--- src/rtl/burst_pkg.sv ---
package burst_pkg;

  localparam logic [1:0] SZ_SMALL = 2'b00;
  localparam logic [1:0] SZ_LARGE = 2'b01;

  typedef enum logic [2:0] {
    ST_IDLE,
    ST_ADDR,
    ST_ACCESS,
    ST_XFER,
    ST_GAP,
    ST_TAIL
  } burst_state_e;

endpackage

--- src/rtl/burst_seq.sv ---
module burst_seq
  import burst_pkg::*;
#(
  parameter int ACCESS_FIRST = 40,
  parameter int ACCESS_NEXT  = 4,
  parameter int IDLE_CYC     = 2,
  parameter int BEATS        = 2,
  parameter int GRP_SMALL    = 1,
  parameter int GRP_LARGE    = 4,
  parameter int BEAT_W       = 3
) (
  input  logic              clk,
  input  logic              rst_n,
  input  logic              req_valid,
  input  logic [1:0]        req_size,
  output logic              req_ready,
  output logic              accept,
  output logic              req_err,
  output logic              bus_addr_valid,
  output logic              bus_rd,
  output logic [BEAT_W-1:0] bus_beat,
  output logic              block_done,
  output logic              advance
);

  localparam int GAP_CYC = ACCESS_NEXT - BEATS;
  localparam int PH_W    = $clog2(ACCESS_FIRST + 1);
  localparam int GRP_W   = (GRP_LARGE > 1) ? $clog2(GRP_LARGE) : 1;

  burst_state_e      state_q, state_d;
  logic [PH_W-1:0]   ph_q, ph_d;
  logic [GRP_W-1:0]  grp_q, grp_d;
  logic [BEAT_W-1:0] beat_q, beat_d;
  logic              err_q, err_d;
  logic              size_ok;

  assign size_ok = (req_size == SZ_SMALL) || (req_size == SZ_LARGE);

  always_comb begin
    state_d = state_q;
    ph_d    = ph_q;
    grp_d   = grp_q;
    beat_d  = beat_q;
    err_d   = 1'b0;
    case (state_q)
      ST_IDLE: begin
        if (req_valid) begin
          if (size_ok) begin
            state_d = ST_ADDR;
            beat_d  = '0;
            grp_d   = (req_size == SZ_SMALL) ? GRP_W'(GRP_SMALL - 1)
                                             : GRP_W'(GRP_LARGE - 1);
          end else begin
            err_d = 1'b1;
          end
        end
      end
      ST_ADDR: begin
        state_d = ST_ACCESS;
        ph_d    = PH_W'(ACCESS_FIRST - 1);
      end
      ST_ACCESS: begin
        if (ph_q == '0) begin
          state_d = ST_XFER;
          ph_d    = PH_W'(BEATS - 1);
        end else begin
          ph_d = ph_q - 1'b1;
        end
      end
      ST_XFER: begin
        beat_d = beat_q + 1'b1;
        if (ph_q == '0) begin
          if (grp_q == '0) begin
            state_d = ST_TAIL;
            ph_d    = PH_W'(IDLE_CYC - 1);
          end else begin
            state_d = ST_GAP;
            ph_d    = PH_W'(GAP_CYC - 1);
            grp_d   = grp_q - 1'b1;
          end
        end else begin
          ph_d = ph_q - 1'b1;
        end
      end
      ST_GAP: begin
        if (ph_q == '0) begin
          state_d = ST_XFER;
          ph_d    = PH_W'(BEATS - 1);
        end else begin
          ph_d = ph_q - 1'b1;
        end
      end
      ST_TAIL: begin
        if (ph_q == '0) state_d = ST_IDLE;
        else            ph_d    = ph_q - 1'b1;
      end
      default: state_d = ST_IDLE;
    endcase
  end

  always_ff @(posedge clk or negedge rst_n) begin
    if (!rst_n) begin
      state_q <= ST_IDLE;
      ph_q    <= '0;
      grp_q   <= '0;
      beat_q  <= '0;
      err_q   <= 1'b0;
    end else begin
      state_q <= state_d;
      ph_q    <= ph_d;
      grp_q   <= grp_d;
      beat_q  <= beat_d;
      err_q   <= err_d;
    end
  end

  assign req_ready      = (state_q == ST_IDLE);
  assign accept         = req_ready && req_valid && size_ok;
  assign req_err        = err_q;
  assign bus_addr_valid = (state_q == ST_ADDR);
  assign bus_rd         = (state_q == ST_XFER);
  assign bus_beat       = beat_q;
  assign block_done     = (state_q == ST_TAIL) && (ph_q == '0);
  assign advance        = (state_q != ST_IDLE) && !block_done;

  AST_BEAT_PAIR: assert property (@(posedge clk) disable iff (!rst_n)
    (bus_rd && !bus_beat[0]) |=> (bus_rd && bus_beat == $past(bus_beat) + 1'b1));
  AST_ERR_IDLE: assert property (@(posedge clk) disable iff (!rst_n)
    req_err |-> req_ready);
  AST_DONE_IDLE: assert property (@(posedge clk) disable iff (!rst_n)
    block_done |=> req_ready);

endmodule

--- src/rtl/burst_cyc_count.sv ---
module burst_cyc_count #(
  parameter int CNT_W = 8
) (
  input  logic             clk,
  input  logic             rst_n,
  input  logic             start,
  input  logic             advance,
  output logic [CNT_W-1:0] count
);

  logic [CNT_W-1:0] cnt_q, cnt_d;
  logic             cnt_en;

  assign cnt_en = start || advance;

  always_comb begin
    cnt_d = cnt_q;
    if (start)        cnt_d = CNT_W'(1);
    else if (advance) cnt_d = cnt_q + 1'b1;
  end

  always_ff @(posedge clk or negedge rst_n) begin
    if (!rst_n)      cnt_q <= '0;
    else if (cnt_en) cnt_q <= cnt_d;
  end

  assign count = cnt_q;

  AST_CNT_STEP: assert property (@(posedge clk) disable iff (!rst_n)
    advance |=> (count == $past(count) + 1'b1));
  AST_CNT_START: assert property (@(posedge clk) disable iff (!rst_n)
    start |=> (count == CNT_W'(1)));

endmodule

--- src/rtl/burst_capture.sv ---
module burst_capture #(
  parameter int DATA_W = 64
) (
  input  logic              clk,
  input  logic              rst_n,
  input  logic              beat,
  input  logic [DATA_W-1:0] rdata,
  output logic              out_valid,
  output logic [DATA_W-1:0] out_data
);

  logic              vld_q;
  logic [DATA_W-1:0] dat_q;

  always_ff @(posedge clk or negedge rst_n) begin
    if (!rst_n)    vld_q <= 1'b0;
    else           vld_q <= beat;
  end

  always_ff @(posedge clk or negedge rst_n) begin
    if (!rst_n)    dat_q <= '0;
    else if (beat) dat_q <= rdata;
  end

  assign out_valid = vld_q;
  assign out_data  = dat_q;

endmodule

--- src/rtl/burst_read_ctrl.sv ---
module burst_read_ctrl
  import burst_pkg::*;
#(
  parameter int ADDR_W       = 32,
  parameter int WORD_W       = 32,
  parameter int BUS_WORDS    = 2,
  parameter int GROUP_WORDS  = 4,
  parameter int SMALL_WORDS  = 4,
  parameter int LARGE_WORDS  = 16,
  parameter int ACCESS_FIRST = 40,
  parameter int ACCESS_NEXT  = 4,
  parameter int IDLE_CYC     = 2,
  parameter int CNT_W        = 8,
  localparam int DATA_W      = WORD_W * BUS_WORDS,
  localparam int MAX_BEATS   = LARGE_WORDS / BUS_WORDS,
  localparam int BEAT_W      = (MAX_BEATS > 1) ? $clog2(MAX_BEATS) : 1
) (
  input  logic              clk,
  input  logic              rst_n,
  input  logic              req_valid,
  output logic              req_ready,
  input  logic [ADDR_W-1:0] req_addr,
  input  logic [1:0]        req_size,
  output logic              req_err,
  output logic              bus_addr_valid,
  output logic [ADDR_W-1:0] bus_addr,
  output logic              bus_rd,
  output logic [BEAT_W-1:0] bus_beat,
  input  logic [DATA_W-1:0] bus_rdata,
  output logic              out_valid,
  output logic [DATA_W-1:0] out_data,
  output logic              block_done,
  output logic [CNT_W-1:0]  cycle_count
);

  localparam int BEATS     = GROUP_WORDS / BUS_WORDS;
  localparam int GRP_SMALL = SMALL_WORDS / GROUP_WORDS;
  localparam int GRP_LARGE = LARGE_WORDS / GROUP_WORDS;

  logic              accept;
  logic              advance;
  logic [ADDR_W-1:0] addr_q;

  burst_seq #(
    .ACCESS_FIRST (ACCESS_FIRST),
    .ACCESS_NEXT  (ACCESS_NEXT),
    .IDLE_CYC     (IDLE_CYC),
    .BEATS        (BEATS),
    .GRP_SMALL    (GRP_SMALL),
    .GRP_LARGE    (GRP_LARGE),
    .BEAT_W       (BEAT_W)
  ) i_seq (
    .clk            (clk),
    .rst_n          (rst_n),
    .req_valid      (req_valid),
    .req_size       (req_size),
    .req_ready      (req_ready),
    .accept         (accept),
    .req_err        (req_err),
    .bus_addr_valid (bus_addr_valid),
    .bus_rd         (bus_rd),
    .bus_beat       (bus_beat),
    .block_done     (block_done),
    .advance        (advance)
  );

  burst_cyc_count #(.CNT_W(CNT_W)) i_cnt (
    .clk     (clk),
    .rst_n   (rst_n),
    .start   (accept),
    .advance (advance),
    .count   (cycle_count)
  );

  burst_capture #(.DATA_W(DATA_W)) i_cap (
    .clk       (clk),
    .rst_n     (rst_n),
    .beat      (bus_rd),
    .rdata     (bus_rdata),
    .out_valid (out_valid),
    .out_data  (out_data)
  );

  always_ff @(posedge clk or negedge rst_n) begin
    if (!rst_n)      addr_q <= '0;
    else if (accept) addr_q <= req_addr;
  end

  assign bus_addr = addr_q;

  AST_ADDR_ONE_CYCLE: assert property (@(posedge clk) disable iff (!rst_n)
    bus_addr_valid |=> !bus_addr_valid);
  AST_ADDR_AFTER_TAKE: assert property (@(posedge clk) disable iff (!rst_n)
    accept |=> (bus_addr_valid && bus_addr == $past(req_addr)));
  AST_OUT_FOLLOWS: assert property (@(posedge clk) disable iff (!rst_n)
    bus_rd |=> (out_valid && out_data == $past(bus_rdata)));
  AST_BUSY_NOT_READY: assert property (@(posedge clk) disable iff (!rst_n)
    (bus_addr_valid || bus_rd || block_done) |-> !req_ready);

endmodule

--- config.mk ---
export PLATFORM = sky130hd
export DESIGN_NAME = burst_read_ctrl
export DESIGN_NICKNAME = d
export VERILOG_FILES = /design/src/rtl/burst_pkg.sv /design/src/rtl/burst_seq.sv /design/src/rtl/burst_cyc_count.sv /design/src/rtl/burst_capture.sv /design/src/rtl/burst_read_ctrl.sv
export SDC_FILE = /design/constraint.sdc
export NUM_CORES = 1
export LEC_CHECK = 0
export BUFFER_PORTS_ARGS = -buffer_cell sky130_fd_sc_hd__buf_2
export CORE_ASPECT_RATIO = 0.5
export CORE_MARGIN = 2
export CORE_UTILIZATION = 50
export DETAILED_ROUTE_END_ITERATION = 6
export PLACE_DENSITY = 0.83
export SYNTH_ARGS = -nofsm -noshare
export SYNTH_HDL_FRONTEND = slang
export SYNTH_SLANG_ARGS = --single-unit
--- constraint.sdc ---
create_clock -name clk -period 5.2 [get_ports clk]
set_clock_uncertainty 0.1 [all_clocks]
set_input_delay 1.04 -clock clk [delete_from_list [all_inputs] [get_ports clk]]
set_output_delay 1.04 -clock clk [all_outputs]
set_load 0.02 [all_outputs]
# After elaboration in Yosys (flattened, before gate mapping)
# Index checks and enable logic that the tools add are counted.
[word_totals]
latch_bits = 0
output_inout_bits = 113
rom_bits = 0
input_bits = 101
n_memories = 0
ramBits = 0
reg_bits = 120
elab_cells = 72
[op_classes]
eq_ne = 13
div_mod_pow = 0
n_reduce_logical = 22
bitwise = 0
addsub = 4
order_cmp = 0
n_mul = 0
shift = 0
mux = 24
[ops]
columns = ["cell", "n"]
rows = [
  ["$mux W3", 7],
  ["$pmux W6 S3", 1],
  ["$mux W8", 2],
  ["$pmux W3 S5", 1],
  ["$mux W6", 2],
  ["$mux W2", 5],
  ["$ne A2 B2 Y1 const B", 5],
  ["$reduce_and A5 Y1", 2],
  ["$add A8 B1 Y8 const B", 1],
  ["$eq A3 B2 Y1 const B", 2],
  ["$eq A3 B3 Y1 const B", 2],
  ["$logic_not A6 Y1", 1],
  ["$pmux W3 S2", 1],
  ["$reduce_bool A3 Y1", 2],
  ["$sub A6 B1 Y6 const B", 1],
  ["$logic_and A1 B1 Y1", 4],
  ["$logic_not A2 Y1", 2],
  ["$mux W1", 4],
  ["$ne A2 B1 Y1 const B", 2],
  ["$pmux W2 S2", 1],
  ["$reduce_and A2 Y1", 2],
  ["$reduce_bool A2 Y1", 2],
  ["$add A3 B1 Y3 const B", 1],
  ["$eq A3 B1 Y1 const B", 1],
  ["other kinds (8)", 9],
]

# Depth between registers and ports, before layout
# Gate-level depths: netlist of run 1.
[logic_depth]
depth_word = 6
mapped_depth = 7
depth_no_buf = 6

# Cells and area by module
# Synthesis of run 1 repeated with hierarchy kept, for this count alone.
[unflattened]
cells_unflattened = 358
hier_area_um2 = 5472.7
[modules_own_cells]
columns = ["mod", "seq_area_each_um2", "area_per_inst_um2", "cells_per_inst", "n_inst"]
rows = [
  ["burst_capture", 1626.6, 2703.8, 136, 1],
  ["burst_read_ctrl", 800.8, 1345.0, 68, 1],
  ["burst_seq", 375.4, 1032.2, 117, 1],
  ["burst_cyc_count", 200.2, 391.6, 37, 1],
]

# Worst setup path before layout of run 1
# OpenSTA, ideal clock, no wires.
[synth_path]
path_type = "reg-to-output"
from = "register i_seq.ph_q[0]"
to = "output block_done"
path_stages_with_launch = 6
n_path_buf = 1
t_required_ps = 4060
slack_ps = 2535
arrival_ps = 1525
path_cell_list = "dfrtp_1 inv_1 ha_1 nor3b_2 and4_4 buf_2"
[synth_between]
elab_chain_len = 2
[synth_rtl]
columns = ["item", "line", "text"]
rows = [
  ["start, declared", "burst_seq.sv:31", "logic [PH_W-1:0] ph_q, ph_d;"],
  ["start signal, assigned", "burst_seq.sv:110", "ph_q <= ph_d;"],
  ["$logic_not A6 Y1", "burst_seq.sv:123", "assign block_done = (state_q == ST_TAIL) && (ph_q == '0);"],
  ["$logic_and A1 B1 Y1", "burst_seq.sv:123", ""],
  ["end, declared", "burst_read_ctrl.sv:32", "output logic block_done,"],
]
# Every way passes these cells.

# Worst setup path after layout of run 1
[layout_path]
from = "register i_seq.state_q[2]"
to = "output bus_rd"
[layout_between]
elab_chain_len = 1
[layout_rtl]
columns = ["item", "line", "text"]
rows = [
  ["start, declared", "burst_seq.sv:30", "burst_state_e state_q, state_d;"],
  ["start signal, assigned", "burst_seq.sv:109", "state_q <= state_d;"],
  ["$eq A3 B2 Y1", "burst_seq.sv:121", "assign bus_rd = (state_q == ST_XFER);"],
  ["end, declared", "burst_read_ctrl.sv:27", "output logic bus_rd,"],
]
# Every way passes these cells.

==> out/metrics.yaml, run 1 <==
run_status:
  status: "finished, final reports clean"
worst_hold_path:
  hold_depth: 2
  hp-class: "reg2reg"
setup_path:
  crit_path_end: "bus_rd"
  critPathRequiredTime_ns: 4.06
  worst_setup_path_end_kind: "output port"
  crit_start: "i_seq.state_q[2]"
  start_kind: "flip-flop"
  rr_worst_depth: 8
  r2r-start: "i_seq.state_q[2]"
  rrSetupSlack_ns: 2.11
  worst-setup-path-type: "reg2out"
  crit_fanout: 70
  cp.arrival_ns: 2.42
  r2r-end: "i_seq.grp_q[0]"
synthesis:
  ys_async_sr_fraction_pct: 100
  synth_edf_count: 0
  synthesis.instances: 567
  synthesis.area_sq_um: 5030
  synth-seq-area-share_pct: 59.7
  synth_cell_types: 46
  yosys_warnings: 0
  synth_nets: 673
  ys_seq_elements: 120
  avgSynthCellArea_sq_um: 8.88
  synth_flop_cell: "dfrtp_1"
power_and_ir_drop:
  p_sw_share_pct: 36.8
  seqPwrFrac_pct: 36.2
  ir_worst_vdd_v: 0.000274
  clkPwrFrac_pct: 30.8
  p_leak_uw: 0.00388
  pwr-share-comb_pct: 33.1
  intPower_uw: 2480
  p_total_uw: 3930
  switchingPower_uw: 1450
  p_per_area_nw_per_um2: 576
clock_tree:
  cts.repair.resized: 0
  cts_tree: "yes"
  numCtsBuffers: 17
  clkLatencyLatePin_ns: 0.39
  htree_levels: 4
  clockRootBuffer: "clkbuf_16"
  cts_sinks: 120
  clk_pin_slew_ns: 0.05
  cts.path.max_buffers: 2
  postCtsHoldBufs: 0
  postCtsSetupRepairBufs: 0
floorplan:
  io_pins: 214
  die_height_microns: 74.9
  rows: 25
  core_area_sq_um: 9600
  dieArea_sq_um: 10900
  start_util_pct: 52.4
  die_w_microns: 146
route:
  drtPass1Iterations: 4
  vias_per_cell: 4.96
  drcViolationCount: 0
  first_iter_violations: 302
  wl_per_cell_microns: 13.6
  vias: 4575
  wirelength_mm: 12.5
  ant_nets: 0
layout:
  final_core_util_pct: 71.0
  final_common_cell: "nand2_1"
  final_layout_size_suffix_gt1_share_pct: 33.2
  nets: 882
  syn_to_final_growth_pct: 35.4
  finalNonFillerCells: 923
  final_cell_mix: "299 x nand2_1, 212 x buf_2, 120 x dfrtp_1, 17 x clkbuf_16, 12 x a21oi_1"
  n_antenna_cell: 0
placed_design:
  post-place-cells: 892
  dpl.hpwl_mm: 8.44
  place_ws_ns: 2.10
  place_congestion: 0.857
  port_buffers: 213
sta:
  setup_ws_ns: 1.64
  period_share_pct: 68.5
  setup_viol: 0
  grt_setup_unrepaired: "false"
  worst_pin_slew_ns: 0.793
  fin_crit_ns: 3.56
  fmaxAchievable_mhz: 281
  setup_tns_ns: 0
  max-slew-margin-rel_pct: 47.1
  slew_viol_final: 0
  hold_viol: 0
grt:
  grt_max_degree: 71
  grt-ovfl-total: 0
  grt_pass1_vias: 4294
  antenna_found_initial: 0
  grt.total_usage_pct: 23.8
  grt_pass1_wl_mm: 20.4
run:
  cap_violations: 0
cell usage after synthesis (2+ instances only):
master    count  area [sq um]
o21ai_0       7          35.0
nor2_1       10          37.5
ha_1          5          62.6
nand3_1       9          45.0
buf_2        12          60.1
clkbuf_1     18          67.6
mux2i_1       2          20.0
nor2b_1       7          43.8
and2_1        3          18.8
and3_1        3          18.8
mux2_2        2          22.5
nor3_1        5          25.0
o31ai_1       8          60.1
dfrtp_1     120          3000
or4_1         7          52.6
or3b_2        2          17.5
inv_1         7          26.3
a21oi_1      12          60.1
nand2_1     300          1130
a22oi_1       2          15.0
worst min-delay path by stage:
stage                         endpoint  slack (ns)               start
floorplan               i_seq.grp_q[1]        0.38      i_seq.grp_q[1]
global placement          bus_addr[19]        0.35        bus_addr[19]
detailed placement  i_cap.out_data[21]        0.36  i_cap.out_data[21]
CTS                 i_cap.out_data[10]        0.37  i_cap.out_data[10]
global route        i_cap.out_data[61]        0.39  i_cap.out_data[61]
finish                    bus_addr[18]        0.36        bus_addr[18]
flip-flops by register name, summed over array words and instances (netlist names):
signal,flops
bus_addr,32
i_cap.out_data,64
i_seq.ph_q,6
i_cnt.count,8
i_cap.out_valid,1
i_seq.grp_q,2
i_seq.bus_beat,3
i_seq.req_err,1
i_seq.state_q,3
layer usage:
layer  up-vias  track usage (%)  routed length, microns
met3        21             5.82                     682
met2       149             41.6                    6210
li1       2238                -                       -
met5         -                0                       0
met1      2167             29.3                    5450
met4         0             10.0                     195
power groups by stage:
stage                     logic [uW]  registers (uW)  clock network [uW]
after floorplan                  601            1670                   0
after global placement          1270            1410                   0
after detailed placement        1310            1420                   0
after CTS                       1310            1420                1220
after global routing            1440            1460                1270
final                           1300            1420                1210
worst max-delay path: stages (launching register included):
cell and delay, ns:
dfrtp_1 0.86, nor2b_1 0.23, nand2_2 0.12, buf_4 0.56, inv_2 0.07, buf_2 0.18
per-stage QoR:
step | cell area [sq um] | hold WS (ns)
global placement | 6200 | 0.353
detailed placement | 6200 | 0.357
CTS | 6810 | 0.370
global route | 6810 | 0.391
floorplan | 5030 | 0.381
finish | 6810 | 0.365
cells by family after synthesis:
logic type / synth area share (%)
muxes: 0.845
buffers and inverters: 3.13
adders and majority gates: 1.44
and+or+nand+nor: 28.9
DFF: 59.7
xor gates and xnor gates: 0.174
AOI/OAI and AO/OA: 5.84
final cells by class:
class / instances / area [sq um]
clock buffer: 24 / 502
clock inverter: 7 / 115
fill: 755 / 2790
inverter: 8 / 30.0
multi-input combinational: 409 / 1870
sequential: 120 / 3000
tap: 135 / 169
timing repair buffer: 220 / 1120
Note: power is estimated with default switching activity, not from simulation.
==> run 2, diff against run 1 <==
--- a/config.mk
+++ b/config.mk
@@ -5,12 +5,13 @@
 export SDC_FILE = /design/constraint.sdc
 export NUM_CORES = 1
 export LEC_CHECK = 0
+export ABC_AREA = 1
 export BUFFER_PORTS_ARGS = -buffer_cell sky130_fd_sc_hd__buf_2
 export CORE_ASPECT_RATIO = 0.5
 export CORE_MARGIN = 2
-export CORE_UTILIZATION = 50
+export CORE_UTILIZATION = 48
 export DETAILED_ROUTE_END_ITERATION = 6
-export PLACE_DENSITY = 0.83
+export PLACE_DENSITY = 0.8
 export SYNTH_ARGS = -nofsm -noshare
 export SYNTH_HDL_FRONTEND = slang
 export SYNTH_SLANG_ARGS = --single-unit
==> constraint.sdc (replaced) <==
create_clock -name clk -period 3.3 [get_ports clk]
set_clock_uncertainty 0.1 [all_clocks]
set_input_delay 0.66 -clock clk [delete_from_list [all_inputs] [get_ports clk]]
set_output_delay 0.66 -clock clk [all_outputs]
set_load 0.02 [all_outputs]
==> run 2 against run 1 <==
Compared with the run above: non-clock buffer count is 1 lower; synthesized cell count is 6.0% higher; via count fell by 1.0%; highest routed layer unchanged; final area rose by 0.37%; clock power rose by 54%; critical endpoint is now block_done; critical path type unchanged; utilization fell by 4.2 points; largest cell class unchanged; routed wire length down 1.2%; global-route usage decreased by 1.2 points; final cell count grew 5.2%; worst hold slack worse by 0.21 ns; die area rose by 4.6%.
==> out/metrics.yaml, run 2 <==
layout:
  multi_input_area_sq_um: 1830
  largest_reg_flops: 64
  finalInstanceArea_sq_um: 6840
  regArea_sq_um: 3000
  syn_to_final_growth_pct: 35.1
  n_antenna_cell: 0
  nets: 924
  final_common_cell: "nand2_1"
  final_layout_size_suffix_gt1_share_pct: 32.4
  n_fill_cell: 867
  final_cell_mix: "360 x nand2_1, 212 x buf_2, 120 x dfrtp_1, 19 x inv_1"
  finalNonFillerCells: 971
floorplan:
  die_w_microns: 149
  dieArea_sq_um: 11400
  start_util_pct: 49.4
  core_area_sq_um: 10200
  die_height_microns: 76.6
  rows: 26
  io_pins: 214
setup_path:
  cp_slowest_cell: "dfrtp_1"
  worst_setup_path_end_kind: "output port"
  worst-setup-path-type: "reg2out"
  cp_num_buf_inv: 2
  path_cells: "inv_1 -> ha_1 -> nand3_2 -> nor2_4 -> buf_2"
  crit_start: "i_seq.ph_q[0]"
  start_kind: "flip-flop"
  critical-path-top-delay-family: "simple AND/OR/NAND/NOR gates"
  crit_fanout: 9
  cp.arrival_ns: 1.70
  r2r-start: "i_seq.state_q[2]"
  max_stage_delay_ns: 0.37
  rrSetupSlack_ns: 1.01
  critPathRequiredTime_ns: 2.54
worst_hold_path:
  hp-class: "in2async"
power_and_ir_drop:
  p_per_area_nw_per_um2: 1100
  ir_worst_vdd_v: 0.000779
  p_leak_uw: 0.00403
synthesis:
  synth-seq-area-share_pct: 59.3
  avgSynthCellArea_sq_um: 8.43
  ys_async_sr_fraction_pct: 100
  ys_seq_elements: 120
  synth.area.top_cells: "dfrtp_1 59%, nand2_1 27%, nand3_1 1.7%"
  synth_cell_types: 25
  synthesis.instances: 601
  yosys.area.top_type: "dfrtp_1"
  synth.top_cell.area_share_pct: 59.3
  synthesis.area_sq_um: 5060
  yosys_warnings: 0
  synth_edf_count: 0
  yosysMostFrequentCell: "nand2_1"
  synth_nets: 707
  yosys-top-cells-count: "360 x nand2_1, 120 x dfrtp_1, 19 x inv_1, 17 x nand3_1, 14 x nor2_1"
  synth_flop_cell: "dfrtp_1"
route:
  drtPass1Iterations: 4
  wl_per_cell_microns: 12.8
  drcViolationCount: 0
  vias: 4528
  wirelength_mm: 12.4
  vias_per_cell: 4.66
  ant_nets: 0
  first_iter_violations: 271
run_status:
  status: "finished, final reports clean"
sta:
  setup_tns_ns: 0
  fmaxAchievable_mhz: 407
  period_share_pct: 74.5
  max-slew-margin-rel_pct: 55.5
  setup_viol: 0
  fin_crit_ns: 2.46
  worst_pin_slew_ns: 0.668
  grt_setup_unrepaired: "false"
  hold_viol: 0
  slew_viol_final: 0
grt:
  grt_max_degree: 71
  antenna_found_initial: 0
  grt_pass1_wl_mm: 20.5
  grt.total_usage_pct: 22.6
  grt_pass1_vias: 4422
  grt-ovfl-total: 0
placed_design:
  dpl.hpwl_mm: 8.49
  placed_area_sq_um: 6230
  port_buffers: 213
  place_congestion: 0.851
  post-place-cells: 939
run:
  cap_violations: 0
clock_tree:
  htree_levels: 4
  clk_pin_slew_ns: 0.06
  cts.repair.resized: 0
  postCtsSetupRepairBufs: 0
  clkLatencyLatePin_ns: 0.39
  numCtsBuffers: 17
  cts_sinks: 120
  clockRootBuffer: "clkbuf_16"
  cts.path.max_buffers: 2
  cts_tree: "yes"
  postCtsHoldBufs: 0
## run 2: changes by cell type after synthesis, sizes merged, moves of 7 or more
| cell | before | now |
|---|---|---|
| a21oi | 12 | 3 |
| buf | 12 | 21 |
| clkbuf | 18 | 0 |
| inv | 7 | 27 |
| nand2 | 300 | 364 |
| nand3 | 9 | 19 |
| nor2 | 10 | 18 |
| nor2b | 7 | 0 |
| o31ai | 8 | 0 |
| or4 | 7 | 0 |
## run 2: layout make-up
cell class | instances | area share (%)
clock buffer | 20 | 6.68
inverter | 27 | 1.52
sequential | 120 | 43.9
timing repair buffer | 219 | 16.5
multi-input combinational | 433 | 26.7
clock inverter | 12 | 2.18
tap | 140 | 2.56
## run 2: final timing paths
check / depth (start not counted) / to
setup / recovery: 5 / block_done
hold / removal: 1 / i_cap.out_data[20]
setup reg to reg: 9 / i_seq.bus_beat[2]
hold reg to reg: 2 / i_cap.out_data[36]
max in group asynchronous: 2 / bus_addr[30]
min in group clk: 3 / i_cap.out_data[32]
## run 2: report_power, final
part	switching (uW)	total (uW)	internal (uW)
registers	400	2550	2150
logic	2090	3090	999
clock network	638	1860	1220
## run 2: routing by layer
| metal | share of wire (%) | up-vias | wire length (microns) | track usage [%] |
|---|---|---|---|---|
| met5 | 0 | - | 0 | 0 |
| met4 | 3.4 | 0 | 417 | 11.6 |
| met3 | 5.1 | 35 | 637 | 5.15 |
| met2 | 49 | 126 | 6090 | 38.4 |
| met1 | 42 | 2100 | 5250 | 27.0 |
| li1 | - | 2267 | - | - |
## run 2: metrics by stage
stage	worst slack, ns	hold WS (ns)	power, uW	utilization [%]
after detailed placement	1.05	0.359	5650	60.8
after floorplan	1.48	0.264	4610	-
after CTS	0.823	0.172	7570	66.7
after global placement	1.13	0.356	5560	60.8
final	0.840	0.158	7510	66.7
after global routing	0.738	0.195	8050	66.7
## run 2: logic make-up (layout without fill, tap and decap cells)
group | count (synthesis) | count (layout) | synth area share, %
and+or+nand+nor | 405 | 405 | 31.9
DFF | 120 | 120 | 59.3
buffers and inverters | 48 | 278 | 4.65
AOI/OAI and AO/OA | 18 | 18 | 2.00
adders and majority gates | 5 | 5 | 1.24
xor gates and xnor gates | 5 | 5 | 0.865
==> run 3, diff against run 2 <==
==> constraint.sdc (replaced) <==
create_clock -name clk -period 2.5 [get_ports clk]
set_clock_uncertainty 0.1 [all_clocks]
set_input_delay 0.5 -clock clk [delete_from_list [all_inputs] [get_ports clk]]
set_output_delay 0.5 -clock clk [all_outputs]
set_load 0.02 [all_outputs]
==> run 3 against run 2 <==
Compared with the run above: count of clock-buffer cells in the layout rose by 3; via count rose by 1.7%; global-route usage grew 1.2 points; sequential cell count unchanged; highest routed layer unchanged.
==> out/metrics.yaml, run 3 (synthesized netlist as in run 2, its figures left out) <==
run_status:
  status: "finished, final reports clean"
route:
  vias: 4605
  first_iter_violations: 223
  ant_nets: 0
  drtPass1Iterations: 4
  wirelength_mm: 12.9
  vias_per_cell: 4.74
  wl_per_cell_microns: 13.3
  drcViolationCount: 0
layout:
  n_fill_cell: 849
  final_common_cell: "nand2_1"
  multi_input_area_sq_um: 1830
  final_layout_size_suffix_gt1_share_pct: 32.0
  largest_reg_flops: 64
  regArea_sq_um: 3000
  nets: 925
  final_cell_mix: "360 x nand2_1, 212 x buf_2, 120 x dfrtp_1, 19 x inv_1"
  n_antenna_cell: 0
  final_core_util_pct: 67.0
  syn_to_final_growth_pct: 35.6
setup_path:
  critPathRequiredTime_ns: 1.90
  cp_num_buf_inv: 2
  start_kind: "flip-flop"
  crit_cells: 5
  worst-setup-path-type: "reg2out"
  critical-path-top-delay-family: "simple AND/OR/NAND/NOR gates"
  cp.arrival_ns: 1.72
  path_cells: "inv_1 -> ha_1 -> nand3_2 -> nor2_4 -> buf_2"
  crit_fanout: 9
  worst_setup_path_end_kind: "output port"
  cp_slowest_cell: "dfrtp_1"
  max_stage_delay_ns: 0.37
  rr_worst_depth: 8
clock_tree:
  cts.path.max_buffers: 2
  clkLatencyLatePin_ns: 0.40
  cts_sinks: 120
  htree_levels: 4
  clk_pin_slew_ns: 0.05
  numCtsBuffers: 17
  cts_tree: "yes"
  clockRootBuffer: "clkbuf_16"
sta:
  fmaxAchievable_mhz: 431
  grt_setup_unrepaired: "false"
  hold_viol: 0
  max-slew-margin-rel_pct: 67.9
  period_share_pct: 92.8
  hold_slack_ns: 0.187
  slew_viol_final: 0
  setup_viol: 0
  setup_tns_ns: 0
  worst_pin_slew_ns: 0.480
  fin_crit_ns: 2.32
floorplan:
  dieArea_sq_um: 11400
  die_w_microns: 149
  die_height_microns: 76.6
  core_area_sq_um: 10200
  io_pins: 214
  start_util_pct: 49.4
  rows: 26
grt:
  grt_pass1_vias: 4532
  grt_pass1_wl_mm: 21.5
  grt.total_usage_pct: 23.8
  grt_max_degree: 71
  antenna_found_initial: 0
  grt-ovfl-total: 0
placed_design:
  port_buffers: 213
  dpl.hpwl_mm: 8.80
  place_congestion: 0.850
run:
  cap_violations: 0
worst_hold_path:
  hp-class: "in2reg"
  hold_depth: 3
power_and_ir_drop:
  ir_worst_vdd_v: 0.000672
  p_leak_uw: 0.00404
  p_per_area_nw_per_um2: 1450
[run 3: path summary, 6_finish.rpt]
path | start | endpoint | slack [ns]
worst max register to register | i_seq.state_q[2] | i_cnt.count[1] | 0.57
worst min register to register | i_cap.out_data[21] | i_cap.out_data[21] | 0.37
worst min-delay path | bus_rdata[17] | i_cap.out_data[17] | 0.19
max in group asynchronous | rst_n | i_seq.ph_q[1] | 1.17
min in group asynchronous | rst_n | i_cap.out_data[15] | 0.50
worst max-delay path | i_seq.ph_q[0] | block_done | 0.18
[run 3: cell type report]
type | instances | share of cell area (%)
multi-input cells | 433 | 26.6
clock buffers | 23 | 6.96
flip-flops and latches | 120 | 43.7
repair buffers | 220 | 16.9
well taps | 140 | 2.55
inverters | 27 | 1.51
clock inverters | 8 | 1.75
[run 3: worst reg2reg max path, stage by stage (launching register included)]
cell and delay (ns):
dfrtp_1 0.44, inv_2 0.11, nand3_2 0.11, inv_2 0.11, nand2_2 0.29, inv_4 0.43, nor2_8 0.10, nand2_1 0.08
nand2_1 0.05
[run 3: metrics by stage]
step | area (sq um) | total power, uW | cells | setup slack, ns
floorplan | 5060 | 6080 | 601 | 0.843
global placement | 6260 | 7360 | 939 | 0.567
detailed placement | 6260 | 7500 | 939 | 0.539
CTS | 6870 | 10000 | 971 | 0.169
global route | 6870 | 10700 | 971 | 0.0899
finish | 6870 | 9940 | 971 | 0.181
[run 3: power by group]
| part | switching (uW) | total (uW) | internal [uW] |
|---|---|---|---|
| Clock | 822 | 2460 | 1640 |
| Sequential | 524 | 3370 | 2840 |
| Combinational | 2780 | 4120 | 1340 |
[run 3: routing by layer]
layer / vias to the layer above / GRT usage, % / part of all wire, %
li1: 2269 / - / -
met1: 2126 / 28.1 / 41
met2: 164 / 40.4 / 49
met3: 46 / 5.57 / 5.5
met4: 0 / 13.0 / 3.7
met5: - / 0 / 0
[run 3: timing repair]
action / in CTS / in global routing
gates resized for setup: 0 / 0
setup buffers: 0 / 0
hold buffers: 1 / 0
endpoints found under the hold margin: 30 / 0
